[config.mk]
export PLATFORM = sky130hd
export DESIGN_NAME = burst_len_monitor
export DESIGN_NICKNAME = d
export VERILOG_FILES = /design/src/rtl/burst_mon_pkg.sv /design/src/rtl/burst_run_counter.sv /design/src/rtl/burst_judge.sv /design/src/rtl/burst_flag_reg.sv /design/src/rtl/burst_len_monitor.sv
export SDC_FILE = /design/constraint.sdc
export NUM_CORES = 1
export LEC_CHECK = 0
export BUFFER_PORTS_ARGS = -buffer_cell sky130_fd_sc_hd__buf_2
export CAP_MARGIN = 0
export CORE_AREA = 2 2 69 71
export DETAILED_ROUTE_END_ITERATION = 10
export DIE_AREA = 0 0 71 73
export GPL_TIMING_DRIVEN = 0
export PLACE_DENSITY_LB_ADDON = 0.05
export SLEW_MARGIN = 5
export SYNTH_ARGS = -nofsm -noshare
export SYNTH_HDL_FRONTEND = slang
export SYNTH_SLANG_ARGS = --single-unit
[constraint.sdc]
create_clock -name clk -period 1.65 [get_ports clk]
set_input_delay 0.33 -clock clk [delete_from_list [all_inputs] [get_ports clk]]
set_output_delay 0.33 -clock clk [all_outputs]
set_load 0.02 [all_outputs]
[src/rtl/burst_mon_pkg.sv]
// Package: shared types for the burst length monitor.
// Assumes nothing beyond IEEE 1800-2017 packed structs.
package burst_mon_pkg;

    // Default width of the burst counter and of both thresholds.
    localparam int unsigned DEF_CNT_W = 16;

    // Result of judging one closed burst.
    typedef struct packed {
        logic too_long;
        logic too_short;
    } verdict_t;

endpackage

[src/rtl/burst_run_counter.sv]
// Module: burst_run_counter
// Counts the accepted data words of the burst that is currently open.
// The count saturates at all-ones, and an accepted control word clears it.
// Also records whether any control word has been seen since reset,
// which means a burst is open.
// Assumes: synchronous active-low reset; word_is_ctrl is meaningful only
// when word_vld is 1.
module burst_run_counter #(
    parameter int unsigned CNT_W = 16
) (
    input  logic             clk,
    input  logic             rst_n,
    input  logic             word_vld,
    input  logic             word_is_ctrl,
    output logic [CNT_W-1:0] run_cnt,
    output logic             burst_open
);
    localparam logic [CNT_W-1:0] CNT_TOP = '1;

    logic take_ctrl;
    logic take_data;

    // Decode what kind of word is accepted this cycle.
    always_comb begin
        take_ctrl = word_vld & word_is_ctrl;
        take_data = word_vld & ~word_is_ctrl;
    end

    // Saturating data-word counter, cleared by each control word.
    always_ff @(posedge clk) begin
        if (!rst_n) begin
            run_cnt <= '0;
        end else if (take_ctrl) begin
            run_cnt <= '0;
        end else if (take_data && (run_cnt != CNT_TOP)) begin
            run_cnt <= run_cnt + 1'b1;
        end
    end

    // The first control word after reset opens the first burst.
    always_ff @(posedge clk) begin
        if (!rst_n) begin
            burst_open <= 1'b0;
        end else if (take_ctrl) begin
            burst_open <= 1'b1;
        end
    end

endmodule

[src/rtl/burst_judge.sv]
// Module: burst_judge
// Purely combinational. Judges a burst at the cycle its closing control
// word is accepted and compares the count against both thresholds.
// Assumes: run_cnt holds the data words counted so far (not including
// the current word), and burst_open is 0 until a control word is seen.
module burst_judge
    import burst_mon_pkg::*;
#(
    parameter int unsigned CNT_W = 16
) (
    input  logic             word_vld,
    input  logic             word_is_ctrl,
    input  logic             ctrl_eop,
    input  logic [CNT_W-1:0] run_cnt,
    input  logic             burst_open,
    input  logic [CNT_W-1:0] max_len,
    input  logic [CNT_W-1:0] min_len,
    output verdict_t         verdict
);
    logic closing;
    logic nonzero;

    // A burst is closed only by an accepted control word while one is open.
    always_comb begin
        closing = word_vld & word_is_ctrl & burst_open;
        nonzero = (run_cnt != '0);
    end

    // Compare against the thresholds; end-of-packet suppresses the short flag.
    always_comb begin
        verdict.too_long  = closing & (run_cnt > max_len);
        verdict.too_short = closing & nonzero & (run_cnt < min_len) & ~ctrl_eop;
    end

endmodule

[src/rtl/burst_flag_reg.sv]
// Module: burst_flag_reg
// Registers the verdict so that each flag is a clean one-clock pulse
// on the clock after the closing control word.
// Assumes: the verdict is valid in a single cycle only.
module burst_flag_reg
    import burst_mon_pkg::*;
(
    input  logic     clk,
    input  logic     rst_n,
    input  verdict_t verdict,
    output logic     long_err,
    output logic     short_ind
);
    // Capture the verdict each cycle; reset forces both flags low.
    always_ff @(posedge clk) begin
        if (!rst_n) begin
            long_err  <= 1'b0;
            short_ind <= 1'b0;
        end else begin
            long_err  <= verdict.too_long;
            short_ind <= verdict.too_short;
        end
    end

endmodule

[src/rtl/burst_len_monitor.sv]
// Module: burst_len_monitor (top)
// Observes a tagged word stream and pulses status flags for data bursts
// that are too long or too short. It never stalls or alters the stream.
// Assumes: synchronous active-low reset; thresholds are stable while the
// closing control word is presented.
module burst_len_monitor
    import burst_mon_pkg::*;
#(
    parameter int unsigned CNT_W = DEF_CNT_W
) (
    input  logic             clk,
    input  logic             rst_n,
    input  logic             word_vld,
    input  logic             word_is_ctrl,
    input  logic             ctrl_eop,
    input  logic [CNT_W-1:0] max_len,
    input  logic [CNT_W-1:0] min_len,
    output logic             long_err,
    output logic             short_ind
);
    logic [CNT_W-1:0] run_cnt;
    logic             burst_open;
    verdict_t         verdict;

    burst_run_counter #(.CNT_W(CNT_W)) u_cnt (
        .clk          (clk),
        .rst_n        (rst_n),
        .word_vld     (word_vld),
        .word_is_ctrl (word_is_ctrl),
        .run_cnt      (run_cnt),
        .burst_open   (burst_open)
    );

    burst_judge #(.CNT_W(CNT_W)) u_judge (
        .word_vld     (word_vld),
        .word_is_ctrl (word_is_ctrl),
        .ctrl_eop     (ctrl_eop),
        .run_cnt      (run_cnt),
        .burst_open   (burst_open),
        .max_len      (max_len),
        .min_len      (min_len),
        .verdict      (verdict)
    );

    burst_flag_reg u_flags (
        .clk       (clk),
        .rst_n     (rst_n),
        .verdict   (verdict),
        .long_err  (long_err),
        .short_ind (short_ind)
    );

endmodule

==> run metrics <==
All-Layer GR Usage approximately 17%; Crit path required time 1.79 ns; Worst-Skew Late Latency 0.26 ns; Post-synth EDFFs 0; vias per cell ~5; DP HPWL around 3.2 mm; row cnt 25; initial antenna violation count 0; FF+latch count, synth 19; Clock Sinks 19; Max-Cap Viols 0; Post-Synthesis Cells ~220; Slew HR 68.1%; Starting DRT DRC Count 23; final setup vio count 0; area of the multi-input gates approximately 1300 um2; critical path class register to register; CTS tree done; FMAX 618 MHz; register area share after synthesis around 22%; DIE WIDTH 71 um; drt first pass iters 4; Syn Area/Cell 7.81 um2; vias in the first global route 1553; final instance area between 2000 and 2500 um2; Routed WL around 4.2 mm; Die Ht 73 um; H-tree lvl count 1; kind of end point of the critical path register; CTS Root Cell clkbuf_8; top_reg_cell synth dfxtp_1; Final WS setup 0.0313 ns; worst vdd ir about 0.24 mV; # diodes 0; final hold slack around 0.32 ns; remaining global-route overflow 0; worst min-delay path class input port to register; # IOs 39; DRT antenna net count 0; critical-path maximum fanout 6; Layout fillers 442; post-placement cell area a little over 2000 um2; layout cells sized above 1 a little under a third; synth warn 0; DR DRC count 0; crit start category register; Setup WS pre-CTS -0.227 ns; commonest cells after routing, fill and taps aside buf_2 (38), inv_1 (33), ha_1 (30), nor2_1 (17), a21oi_1 (16); gpl congestion between 0.7 and 0.8; largest net degree at the start of global routing 11; vias 1627; first-pass GRT wire length 7.12 mm; Post-synth ARST share 0%; CTS Buf Count 3; Syn Nets between 200 and 300; most common cell after layout, fill and taps aside buf_2; Routed WL per cell about 13 um; final worst-path cycle share a little over nine tenths; Bufs on Longest Clock Path 2; synth unique cells 40; Pins Over Slew Limit 0; RSZ-0062 raised after global routing yes; Critical Path AT around 1.8 ns; area delta synth->final 30.8%; Clock Skew around 0.003 ns; # nets final 343; Leak Pwr roughly 1.1 nW; Synth Cell Area approximately 1700 um2; Reg area a little over 400 um2; status complete, no violations; Worst-path clk slew 0.07 ns; CORE AREA around 4500 um2; Final Hold Viols 0; Post-CTS Hold Fix Bufs 0; pwr/cell area ~420 nW/um2; worst r2r path cells 6; Initial Util 38.1%; final worst path period need 1.62 ns; die area ~5200 um2; Slew @ Worst Pin around 0.48 ns; number of port buffers 38; hold path cells 2
## where the power goes
part           internal [mW]  switching (mW)  total [mW]  leakage (nW)
Clock                  0.172           0.158       0.330        0.0228
Sequential             0.454         0.00563       0.459         0.162
Combinational         0.0789          0.0778       0.157         0.931
Total                  0.705           0.242       0.946          1.12
## per-stage QoR
| stage | std cells | TNS (ns) | utilization (%) | power [mW] |
|---|---|---|---|---|
| 2_1_floorplan | 221 | 0 | - | 0.556 |
| 3_3_place_gp | 313 | -0.989 | 44.3 | 0.620 |
| 3_5_place_dp | 313 | -0.824 | 44.3 | 0.622 |
| 4_1_cts | 324 | -0.00496 | 47.7 | 0.952 |
| 5_1_grt | 326 | -0.137 | 49.8 | 1.01 |
| 6_report | 326 | 0 | 49.8 | 0.946 |
## area by class of cell
type / count / area share, %
repair buffers: 47 / 11.4
multi-input cells: 167 / 59.2
plain buffers: 2 / 0.665
well taps: 54 / 2.99
inverters: 33 / 5.48
clock buffers: 4 / 1.99
flip-flops and latches: 19 / 18.3
## state kept, by name, indices dropped and copies added (netlist names)
signal             cells
u_cnt.burst_open       1
u_cnt.run_cnt         16
u_flags.long_err       1
u_flags.short_ind      1
## synth_stat cells (2+ instances only)
cell       count  area (um2)
mux2i_1        2        20.0
nor2b_1        3        18.8
a2111oi_0      2        17.5
and2_1         2        12.5
nand4_1        7        43.8
o21bai_1       2        15.0
dfxtp_1       19         380
nor2_2         2        12.5
a211oi_1       3        22.5
nor2_1        18        67.6
and3_1         4        25.0
inv_1         33         124
a21o_1         2        15.0
nor4b_1        2        17.5
o21ai_0        5        25.0
ha_1          33         413
nand2b_1       2        12.5
a31oi_1        2        12.5
nand2_1       15        56.3
nor4_1         3        18.8
nand3_1        9        45.0
xnor2_1        6        52.6
nor3b_1        2        15.0
nor3_1         9        45.0
xor2_1         3        26.3
a21oi_1       17        85.1
## worst paths after layout
check,from,endpoint,slack (ns)
worst min-delay path,rst_n,u_cnt.run_cnt[2],0.32
worst min register to register,u_cnt.burst_open,u_cnt.burst_open,0.50
worst max register to register,u_cnt.run_cnt[0],u_cnt.run_cnt[12],0.03
worst max-delay path,u_cnt.run_cnt[0],u_cnt.run_cnt[12],0.03
## cell families after synthesis
| logic type | count (synthesis) | share of synthesized area, % |
|---|---|---|
| compound gates | 38 | 13.7 |
| xor+xnor | 9 | 4.57 |
| fa+ha+maj | 33 | 23.9 |
| buf+inv | 35 | 8.04 |
| flops | 19 | 22.0 |
| mux | 2 | 1.16 |
| simple gates | 85 | 26.6 |
## worst max-delay path, cell delays in order, from the launching register on
cell and delay (ns):
dfxtp_4 0.40, ha_4 0.16, nand3_4 0.06, or4_4 0.59, nor2_4 0.11, and3_1 0.16, nor3_1 0.04
## routing by layer
layer	track usage (%)	vias up	wire [um]
li1	-	885	-
met1	24.2	706	2180
met2	29.0	32	1870
met3	1.80	4	134
met4	5.03	0	48
met5	0	-	0
## what timing repair did
item / in CTS / in global routing
setup endpoints to repair: 10 / 14
pin swaps: 6 / 5
resized for setup: 21 / 16
buffers inserted: 7 / 2
Note: power is estimated with default switching activity, not from simulation.
